==> src/rtl/i2cws_pkg.sv <==
package i2cws_pkg;

    localparam int BYTE_W = 8;
    localparam int WORD_W = 16;
    localparam int PTR_W  = 8;
    localparam int CNT_W  = 4;

    typedef enum logic [2:0] {
        ST_IDLE,
        ST_ADDR,
        ST_ADDR_ACK,
        ST_WR,
        ST_WR_ACK,
        ST_RD,
        ST_RD_ACK,
        ST_WAIT
    } i2cws_state_e;

    typedef struct packed {
        logic scl;
        logic sda;
        logic rise;
        logic fall;
        logic start;
        logic stop;
    } i2cws_bus_ev_t;

    typedef struct packed {
        logic              req;
        logic [PTR_W-1:0]  idx;
        logic [WORD_W-1:0] data;
    } i2cws_wr_t;

    function automatic logic [WORD_W-1:0] reset_word(input int unsigned k);
        return {8'hA0 + 8'(k), 8'h50 + 8'(k)};
    endfunction

    function automatic logic addr_hit(input logic [BYTE_W-1:0] frame,
                                      input logic [6:0] addr);
        return frame[BYTE_W-1:1] == addr;
    endfunction

endpackage

==> src/rtl/i2cws_sampler.sv <==
module i2cws_sampler
    import i2cws_pkg::*;
#(
    parameter int SYNC_STAGES = 2
) (
    input  logic          clk,
    input  logic          rst,
    input  logic          scl_i,
    input  logic          sda_i,
    output i2cws_bus_ev_t ev
);

    logic [SYNC_STAGES-1:0] scl_sh;
    logic [SYNC_STAGES-1:0] sda_sh;
    logic                   scl_d;
    logic                   sda_d;
    logic                   scl_s;
    logic                   sda_s;

    always_ff @(posedge clk) begin
        if (rst) begin
            scl_sh <= '1;
            sda_sh <= '1;
            scl_d  <= 1'b1;
            sda_d  <= 1'b1;
        end else begin
            scl_sh <= {scl_sh[SYNC_STAGES-2:0], scl_i};
            sda_sh <= {sda_sh[SYNC_STAGES-2:0], sda_i};
            scl_d  <= scl_s;
            sda_d  <= sda_s;
        end
    end

    assign scl_s = scl_sh[SYNC_STAGES-1];
    assign sda_s = sda_sh[SYNC_STAGES-1];

    always_comb begin
        ev.scl   = scl_s;
        ev.sda   = sda_s;
        ev.rise  = scl_s & ~scl_d;
        ev.fall  = ~scl_s & scl_d;
        ev.start = scl_s & scl_d & sda_d & ~sda_s;
        ev.stop  = scl_s & scl_d & ~sda_d & sda_s;
    end

endmodule

==> src/rtl/i2cws_regfile.sv <==
module i2cws_regfile
    import i2cws_pkg::*;
#(
    parameter int NUM_REGS = 8
) (
    input  logic                       clk,
    input  logic                       rst,
    input  i2cws_wr_t                  wr,
    input  logic [PTR_W-1:0]           rd_idx,
    output logic [WORD_W-1:0]          rd_data,
    output logic [NUM_REGS*WORD_W-1:0] regs_flat
);

    generate
        for (genvar k = 0; k < NUM_REGS; k++) begin : g_word
            logic [WORD_W-1:0] word_q;
            always_ff @(posedge clk) begin
                if (rst) begin
                    word_q <= reset_word(k);
                end else if (wr.req && wr.idx == PTR_W'(k)) begin
                    word_q <= wr.data;
                end
            end
            assign regs_flat[k*WORD_W +: WORD_W] = word_q;
        end
    endgenerate

    always_comb begin
        rd_data = '0;
        for (int k = 0; k < NUM_REGS; k++) begin
            if (rd_idx == PTR_W'(k)) begin
                rd_data = regs_flat[k*WORD_W +: WORD_W];
            end
        end
    end

endmodule

==> src/rtl/i2cws_ctrl.sv <==
module i2cws_ctrl
    import i2cws_pkg::*;
#(
    parameter logic [6:0] SLAVE_ADDR = 7'b0110110
) (
    input  logic              clk,
    input  logic              rst,
    input  logic              sda_s,
    input  logic              scl_rise,
    input  logic              scl_fall,
    input  logic              bus_start,
    input  logic              bus_stop,
    input  logic [WORD_W-1:0] rd_data,
    output logic [PTR_W-1:0]  ptr_o,
    output i2cws_wr_t         wr_o,
    output logic              sda_oe
);

    i2cws_state_e      state;
    logic [CNT_W-1:0]  cnt;
    logic [BYTE_W-1:0] rx_sh;
    logic [BYTE_W-1:0] tx_sh;
    logic [BYTE_W-1:0] hold_lo;
    logic [WORD_W-1:0] snap;
    logic [PTR_W-1:0]  ptr;
    logic              hi_sel;
    logic              ptr_next;
    logic              rw_q;
    logic              nack_q;
    logic              oe_q;
    i2cws_wr_t         wr_q;
    logic [BYTE_W-1:0] next_tx;
    logic              byte_done;

    assign next_tx   = hi_sel ? snap[WORD_W-1:BYTE_W] : rd_data[BYTE_W-1:0];
    assign byte_done = scl_fall && (cnt == CNT_W'(BYTE_W));

    always_ff @(posedge clk) begin
        if (rst) begin
            state    <= ST_IDLE;
            cnt      <= '0;
            rx_sh    <= '0;
            tx_sh    <= '0;
            hold_lo  <= '0;
            snap     <= '0;
            ptr      <= '0;
            hi_sel   <= 1'b0;
            ptr_next <= 1'b0;
            rw_q     <= 1'b0;
            nack_q   <= 1'b0;
            oe_q     <= 1'b0;
            wr_q     <= '0;
        end else begin
            wr_q.req <= 1'b0;
            if (bus_start) begin
                state    <= ST_ADDR;
                cnt      <= '0;
                oe_q     <= 1'b0;
                hi_sel   <= 1'b0;
                ptr_next <= 1'b1;
            end else if (bus_stop) begin
                state <= ST_IDLE;
                oe_q  <= 1'b0;
            end else begin
                unique case (state)
                    ST_ADDR: begin
                        if (scl_rise) begin
                            rx_sh <= {rx_sh[BYTE_W-2:0], sda_s};
                            cnt   <= cnt + CNT_W'(1);
                        end else if (byte_done) begin
                            if (addr_hit(rx_sh, SLAVE_ADDR)) begin
                                state <= ST_ADDR_ACK;
                                oe_q  <= 1'b1;
                                rw_q  <= rx_sh[0];
                            end else begin
                                state <= ST_WAIT;
                            end
                        end
                    end
                    ST_ADDR_ACK: begin
                        if (scl_fall) begin
                            cnt <= '0;
                            if (rw_q) begin
                                state <= ST_RD;
                                if (!hi_sel) snap <= rd_data;
                                tx_sh <= next_tx;
                                oe_q  <= ~next_tx[BYTE_W-1];
                            end else begin
                                state <= ST_WR;
                                oe_q  <= 1'b0;
                            end
                        end
                    end
                    ST_WR: begin
                        if (scl_rise) begin
                            rx_sh <= {rx_sh[BYTE_W-2:0], sda_s};
                            cnt   <= cnt + CNT_W'(1);
                        end else if (byte_done) begin
                            state <= ST_WR_ACK;
                            oe_q  <= 1'b1;
                            if (ptr_next) begin
                                ptr      <= rx_sh;
                                ptr_next <= 1'b0;
                                hi_sel   <= 1'b0;
                            end else if (!hi_sel) begin
                                hold_lo <= rx_sh;
                                hi_sel  <= 1'b1;
                            end else begin
                                wr_q.req  <= 1'b1;
                                wr_q.idx  <= ptr;
                                wr_q.data <= {rx_sh, hold_lo};
                                ptr       <= ptr + PTR_W'(1);
                                hi_sel    <= 1'b0;
                            end
                        end
                    end
                    ST_WR_ACK: begin
                        if (scl_fall) begin
                            state <= ST_WR;
                            oe_q  <= 1'b0;
                            cnt   <= '0;
                        end
                    end
                    ST_RD: begin
                        if (scl_rise) begin
                            cnt <= cnt + CNT_W'(1);
                        end else if (byte_done) begin
                            state <= ST_RD_ACK;
                            oe_q  <= 1'b0;
                        end else if (scl_fall) begin
                            tx_sh <= {tx_sh[BYTE_W-2:0], 1'b0};
                            oe_q  <= ~tx_sh[BYTE_W-2];
                        end
                    end
                    ST_RD_ACK: begin
                        if (scl_rise) begin
                            nack_q <= sda_s;
                            if (hi_sel) begin
                                ptr    <= ptr + PTR_W'(1);
                                hi_sel <= 1'b0;
                            end else begin
                                hi_sel <= 1'b1;
                            end
                        end else if (scl_fall) begin
                            if (nack_q) begin
                                state <= ST_WAIT;
                            end else begin
                                state <= ST_RD;
                                cnt   <= '0;
                                if (!hi_sel) snap <= rd_data;
                                tx_sh <= next_tx;
                                oe_q  <= ~next_tx[BYTE_W-1];
                            end
                        end
                    end
                    default: ;
                endcase
            end
        end
    end

    assign ptr_o  = ptr;
    assign wr_o   = wr_q;
    assign sda_oe = oe_q;

endmodule

==> src/rtl/i2c_word_slave.sv <==
module i2c_word_slave
    import i2cws_pkg::*;
#(
    parameter logic [6:0] SLAVE_ADDR  = 7'b0110110,
    parameter int         NUM_REGS    = 8,
    parameter int         SYNC_STAGES = 2
) (
    input  logic                       clk,
    input  logic                       rst,
    input  logic                       scl_i,
    input  logic                       sda_i,
    output logic                       sda_oe,
    output logic [NUM_REGS*WORD_W-1:0] regs_flat
);

    i2cws_bus_ev_t     ev;
    i2cws_wr_t         wr;
    logic [PTR_W-1:0]  ptr;
    logic [WORD_W-1:0] rd_data;
    logic              scl_s;
    logic              start_p;
    logic              stop_p;
    logic              wr_req;

    i2cws_sampler #(
        .SYNC_STAGES (SYNC_STAGES)
    ) u_sampler (
        .clk   (clk),
        .rst   (rst),
        .scl_i (scl_i),
        .sda_i (sda_i),
        .ev    (ev)
    );

    assign scl_s   = ev.scl;
    assign start_p = ev.start;
    assign stop_p  = ev.stop;
    assign wr_req  = wr.req;

    i2cws_ctrl #(
        .SLAVE_ADDR (SLAVE_ADDR)
    ) u_ctrl (
        .clk       (clk),
        .rst       (rst),
        .sda_s     (ev.sda),
        .scl_rise  (ev.rise),
        .scl_fall  (ev.fall),
        .bus_start (start_p),
        .bus_stop  (stop_p),
        .rd_data   (rd_data),
        .ptr_o     (ptr),
        .wr_o      (wr),
        .sda_oe    (sda_oe)
    );

    i2cws_regfile #(
        .NUM_REGS (NUM_REGS)
    ) u_regfile (
        .clk       (clk),
        .rst       (rst),
        .wr        (wr),
        .rd_idx    (ptr),
        .rd_data   (rd_data),
        .regs_flat (regs_flat)
    );

endmodule

==> config.mk <==
export PLATFORM = sky130hd
export DESIGN_NAME = i2c_word_slave
export DESIGN_NICKNAME = d
export VERILOG_FILES = /design/src/rtl/i2cws_pkg.sv /design/src/rtl/i2cws_sampler.sv /design/src/rtl/i2cws_regfile.sv /design/src/rtl/i2cws_ctrl.sv /design/src/rtl/i2c_word_slave.sv
export SDC_FILE = /design/constraint.sdc
export NUM_CORES = 1
export LEC_CHECK = 0
export BUFFER_PORTS_ARGS = -buffer_cell sky130_fd_sc_hd__buf_2
export CORE_MARGIN = 4
export CORE_UTILIZATION = 35
export CTS_BUF_LIST = sky130_fd_sc_hd__clkbuf_2 sky130_fd_sc_hd__clkbuf_4 sky130_fd_sc_hd__clkbuf_8
export DETAILED_ROUTE_END_ITERATION = 7
export SKIP_CTS_REPAIR_TIMING = 1
export SKIP_LAST_GASP = 1
export SYNTH_ARGS = -nofsm -noshare
export SYNTH_HDL_FRONTEND = slang
export SYNTH_SLANG_ARGS = --single-unit
==> constraint.sdc <==
create_clock -name clk -period 2.3 [get_ports clk]
set_clock_uncertainty 0.05 [all_clocks]
set_input_delay 0.23 -clock clk [delete_from_list [all_inputs] [get_ports clk]]
set_output_delay 0.23 -clock clk [all_outputs]
set_load 0.01 [all_outputs]
[Word level (Yosys, flattened, before mapping)]
Cells that the tools add are included.
Word-level totals
  logic and storage cells: 222
  memory bits (read-only): 0
  input port bits: 4
  memories: 0
  output and inout bits: 129
  bits in writable memories: 0
  latch bits: 0
  register bits: 218
Operators by class
  reduce and logical (&&, ||, !) cells: 39
  shift-type cells: 0
  mux-type cells: 80
  divide/modulo/power cells: 0
  order comparisons: 0
  equality and inequality tests: 53
  bitwise operators: 20
  multipliers: 0
  $add $sub $neg: 2
Operators with widths (count)
  two-way mux 16 bit: 14
  equality test 8 x 3 -> 1 bit (second input constant): 8
  two-way mux 7 bit: 8
  two-way mux 8 bit: 6
  two-way mux 3 bit: 12
  AND reduction 11 bit: 3
  equality test 8 x 2 -> 1 bit (second input constant): 4
  case mux 16 bit (2 select lines): 1
  two-way mux 1 bit: 26
  two-way mux 25 bit: 1
  inequality test 2 x 1 -> 1 bit (second input constant): 12
  inequality test 4 x 3 -> 1 bit (second input constant): 6
  case mux 7 bit (3 select lines): 1
  AND reduction 7 bit: 3
  two-way mux 4 bit: 5
  case mux 3 bit (6 select lines): 1
  equality test 8 x 1 -> 1 bit (second input constant): 2
  logical NOT 8 bit: 2
  inequality test 2 bit (second input constant): 8
  inequality test 4 bit (second input constant): 4
  case mux 8 bit (2 select lines): 1
  NOT 1 bit: 13
  AND reduction 13 bit: 1
  case mux 4 bit (3 select lines): 1
  24 further kinds: 51

[Longest topological paths before layout]
  depth after elaboration: 15
  mapped depth: 9
  depth with buffers taken out: 7

[Hierarchy]
From an unflattened synthesis, not the netlist that was laid out.
Unflattened totals
  cell total of the unflattened synthesis: 1087
  area total of the unflattened synthesis: 9531.6 um^2
By module, submodules not included
  i2cws_regfile: times used 1, sequential area each 2562.5 um^2, cells an instance 643, area an instance 5684.2 um^2
  i2cws_ctrl: times used 1, sequential area each 1521.5 um^2, cells an instance 426, area an instance 3642.2 um^2
  i2cws_sampler: times used 1, sequential area each 120.1 um^2, cells an instance 18, area an instance 205.2 um^2

[Worst setup path before layout]
OpenSTA, ideal clock, no wires.
  kind: reg2reg
  start: register u_ctrl.ptr[0] (netlist: u_ctrl.ptr_o[0])
  end: register u_ctrl.tx_sh[5]
  setup time: 0.134 ns
  arrival: 1.853 ns
  setup slack: 0.263 ns
  buffers on the path: 3
  cell stages (with the launch flop): 9
  path through: dfxtp_1 inv_1 ha_1 clkbuf_1 clkbuf_1 clkbuf_1 a21boi_0 a221oi_1 o22ai_1
Between the ends
  word-level cells in the longest chain between the ends: 14
  elaborated cells between the ends (all ways): 23
  those cells by class: eq/ne (7); mux (15); reduce/logical (1)
Ends and longest elaborated chain
  start, declared: RTL line i2cws_ctrl.sv:25  | logic [PTR_W-1:0] ptr;
  start signal, assigned: RTL line i2cws_ctrl.sv:102  | ptr <= rx_sh;
  start signal, assigned: RTL line i2cws_ctrl.sv:112  | ptr <= ptr + PTR_W'(1);
  start signal, assigned: RTL line i2cws_ctrl.sv:139  | ptr <= ptr + PTR_W'(1);
  logical NOT 8 bit: RTL line i2cws_regfile.sv:31  | if (rd_idx == PTR_W'(k)) begin
  two-way mux 16 bit (7 in a row): RTL line i2cws_regfile.sv:31
  two-way mux 16 bit (*): RTL line i2cws_regfile.sv:31
  two-way mux 8 bit (*): RTL line i2cws_ctrl.sv:35  | assign next_tx = hi_sel ? snap[WORD_W-1:BYTE_W] : rd_data[BYTE_W-1:0];
  two-way mux 7 bit: RTL line i2cws_ctrl.sv:145  | if (nack_q) begin
  two-way mux 7 bit: RTL line i2cws_ctrl.sv:144  | end else if (scl_fall) begin
  two-way mux 7 bit: RTL line i2cws_ctrl.sv:136  | if (scl_rise) begin
  case mux 7 bit (3 select lines) (*): RTL line i2cws_ctrl.sv:65  | unique case (state)
  end signal, assigned: RTL line i2cws_ctrl.sv:86  | tx_sh <= next_tx;
  end signal, assigned: RTL line i2cws_ctrl.sv:131  | tx_sh <= {tx_sh[BYTE_W-2:0], 1'b0};
  end signal, assigned: RTL line i2cws_ctrl.sv:151  | tx_sh <= next_tx;
  end, declared: RTL line i2cws_ctrl.sv:22  | logic [BYTE_W-1:0] tx_sh;
Mark *: on every way between the ends. The rest lies on a longest branch, timed or not. The select of a mux whose other input is x is not followed.
A chain may end at the register's enable or synchronous reset.

[Worst setup path after layout]
  start: register u_ctrl.ptr[3] (netlist: u_ctrl.ptr_o[3])
  end: register u_ctrl.tx_sh[4]
The elaborated chain is that of the path after synthesis.

==> flow_metrics.env <==
export IMPL_cts_tree="built"
export IMPL_grt_pass1_wl_microns=54400
export IMPL_crit_chain="or4_4, or3_4, o311ai_0, o22ai_1"
export IMPL_overflow=0
export IMPL_synth_common_cells="344 x nand2_1, 210 x dfxtp_1, 163 x a21oi_1"
export IMPL_syn_nets=1268
export IMPL_yosys_area_share_simple_pct=29.0
export IMPL_leakage_nw=4.35
export IMPL_ir_worst_vdd_mv=0.358
export IMPL_synth_top_family_by_area="simple AND/OR/NAND/NOR gates"
export IMPL_fp_dieH_microns=175
export IMPL_dp_hpwl_microns=24400
export IMPL_seq_area_frac_synth_pct=43.2
export IMPL_yosysMostFrequentCell="nand2_1"
export IMPL_relSlewSlack_pct=50.2
export IMPL_p_int_w=0.00566
export IMPL_clockBufferDepth=3
export IMPL_antenna_found_initial=0
export IMPL_async_flop_share_pct=0
export IMPL_clockRootBuffer="clkbuf_8"
export IMPL_drt_vias_per_instance=5.50
export IMPL_hold_violations=0
export IMPL_synth_edf_count=0
export IMPL_drtAntennaViolNets=0
export IMPL_ys_seq_elements=210
export IMPL_power_frac_clock_pct=48.1
export IMPL_start_kind="flop"
export IMPL_synth_fa_ha_area_share_pct=0.771
export IMPL_net_switching_power_w=0.00166
export IMPL_yosys_area_top_type_share_pct=43.2
export IMPL_synthFlopType="dfxtp_1"
export IMPL_htreeDepth=2
export IMPL_dieArea_sq_um=30500
export IMPL_fin_crit_sh_pct=99.5
export IMPL_critical_path_peak_fanout=8
export IMPL_yosys_top_cells_area="dfxtp_1 43%, nand2_1 13%, a21oi_1 8.4%, nand3b_1 4.9%, clkbuf_1 3.9%"
export IMPL_avgSynthCellArea_sq_um=7.74
export IMPL_path_delay_family="simple AND/OR/NAND/NOR gates"
export IMPL_numCtsBuffers=36
export IMPL_synthMuxAreaShare_pct=3.51
export IMPL_grt_max_degree=95
export IMPL_ios=133
export IMPL_synth_compound_area_share_pct=18.2
export IMPL_seqPwrFrac_pct=49.9
export IMPL_first_pass_iters=5
export IMPL_clock_latency_ns=0.54
export IMPL_swShare_pct=22.6
export IMPL_maxCapViolCount=0
export IMPL_vias=9632
export IMPL_required_ns=2.64
export IMPL_pwr_share_comb_pct=1.9
export IMPL_critPathSlowestCell="or4_4"
export IMPL_dieWidth_microns=175
export IMPL_synthXorXnorAreaFrac_pct=0.0900
export IMPL_hp_class="input port to flop"
export IMPL_first_global_vias=9044
export IMPL_place_congestion=0.895
export IMPL_nNetsFinal=1373
export IMPL_synth_cell_types=64
export IMPL_rsz0062_at_grt="true"
export IMPL_syn_to_final_growth_pct=19.5
export IMPL_io_buffers=132
export IMPL_worst_ep_arrival_time_ns=2.63
export IMPL_fillers=2801
export IMPL_ys_warn_count=0
export IMPL_core_sq_um=27200
export IMPL_rows=60
export IMPL_crit_buf_inv=0
export IMPL_clk_pin_slew_ns=0.07
export IMPL_synth_cells=1258
export IMPL_status="complete, no violations"
export IMPL_first_iter_violations=1221
export IMPL_route_detailed_drc=0
export IMPL_critPathMaxStageDelay_ns=0.63
export IMPL_drive_gt1_share_pct=19.9
export IMPL_dp_cells=1695
export IMPL_setup_viol_count_final=0
export IMPL_start_util_pct=35.8
export IMPL_yosys_area_top_type="dfxtp_1"
export IMPL_grt_usage_pct=22.3
export IMPL_synthesis_area_sq_um=9740
export IMPL_wl_per_cell_microns=20.1
export IMPL_drv_slew=0
export IMPL_tightest_slew_ns=0.745
export IMPL_cp_end_kind="flop"
export IMPL_finalCriticalPeriod_ns=2.29
export IMPL_powerDensity_nw_per_um2=629
export IMPL_clock_sinks=210
export IMPL_stdcell_count=1752
export IMPL_post_place_ws_ns=0.0486
export IMPL_fmax_ghz=0.437
export IMPL_wirelength_microns=35300
export IMPL_setup_ws_ns=0.0111
export IMPL_critPathKind="flop to flop"
export IMPL_diodes=0
==> sequential cells by signal, summed over array words and instances, names as in the netlist, 2 cells and up <==
register                 count
u_ctrl.snap                  8
u_ctrl.cnt                   4
u_ctrl.wr_o                 25
u_regfile.g_word.word_q    128
u_ctrl.tx_sh                 7
u_ctrl.state                 3
u_ctrl.hold_lo               8
u_sampler.scl_sh             2
u_sampler.sda_sh             2
u_ctrl.rx_sh                 8
u_ctrl.ptr_o                 8
==> routing by layer <==
| layer | track usage [%] | share of wire, % |
|---|---|---|
| met3 | 3.74 | 9.0 |
| met4 | 4.98 | 1.9 |
| met5 | 0 | 0 |
| met1 | 34.1 | 46 |
| met2 | 32.8 | 43 |
==> cell families (layout without fill, tap and decap cells) <==
group	after synthesis	after routing
adder cells (fa/ha/maj)	6	6
buffers and inverters	131	253
AO/OA/AOI/OAI	295	295
flip-flops	210	210
XOR/XNOR	1	1
multiplexers	34	34
AND/OR/NAND/NOR	581	581
==> power by group through the flow <==
stage | logic (W) | clock network [W] | registers, W
after CTS | 0.000137 | 0.00356 | 0.00365
final | 0.000142 | 0.00352 | 0.00365
after floorplan | 0.0000995 | 0 | 0.00373
after global placement | 0.000137 | 0 | 0.00373
after global routing | 0.000154 | 0.00371 | 0.00365
after detailed placement | 0.000137 | 0 | 0.00373
==> final timing paths <==
kind	slack, ns	cells after the start	endpoint	start
worst max-delay path	0.01	4	u_ctrl.tx_sh[4]$_SDFFE_PP0P_	u_ctrl.ptr_o[3]$_SDFFE_PP0P_
worst min register to register	0.37	1	u_sampler.sda_sh[1]$_SDFF_PP1_	u_sampler.sda_sh[0]$_SDFF_PP1_
worst max register to register	0.01	4	u_ctrl.tx_sh[4]$_SDFFE_PP0P_	u_ctrl.ptr_o[3]$_SDFFE_PP0P_
worst min-delay path	0.06	2	u_ctrl.rw_q$_SDFFE_PP0P_	rst
==> cell type report <==
type | instances | area, sq um | share of cell area (%)
Timing Repair Buffer | 180 | 1120 | 9.62
Inverter | 18 | 67.6 | 0.581
Tap cell | 372 | 465 | 4.00
Clock inverter | 6 | 86.3 | 0.742
Clock buffer | 49 | 624 | 5.37
Multi-Input combinational cell | 917 | 5070 | 43.6
Sequential cell | 210 | 4200 | 36.1
==> placed cells by master (no fill, tap or decap), drive strengths merged, types with 5 or more instances in the layout <==
cell type  synthesis  routed
a211o              9       9
a21boi             5       5
dfxtp            210     210
nor2              55      55
nand2            344     344
nand3b            64      64
nand3              8       8
a22o               6       6
a221oi            10      10
and2               8       8
clkbuf           100      49
nand4              7       7
a22oi              5       5
ha                 6       6
a31o               8       8
o22ai              7       7
buf               13     178
o21ai             37      37
inv               18      19
nand2b            18      18
nand4b            10      10
or2               12      12
nor3              12      12
mux2i             33      33
a211oi             5       5
a21o               5       5
a21oi            163     163
o211ai             5       5
nor2b             12      12
or3                7       7
o311ai             6       6
==> per-stage QoR <==
step | total power (W) | TNS (ns) | util [%] | area (sq um) | hold slack (ns)
after floorplan | 0.00383 | 0 | - | 9740 | 0.284
after global placement | 0.00387 | 0 | 40.0 | 10900 | 0.357
after detailed placement | 0.00387 | 0 | 40.0 | 10900 | 0.353
after CTS | 0.00735 | 0 | 42.7 | 11600 | -0.186
after global routing | 0.00751 | -0.0141 | 42.8 | 11600 | 0.0635
final | 0.00732 | 0 | 42.8 | 11600 | 0.0616
No activity file was read; power rests on OpenSTA's default activity.
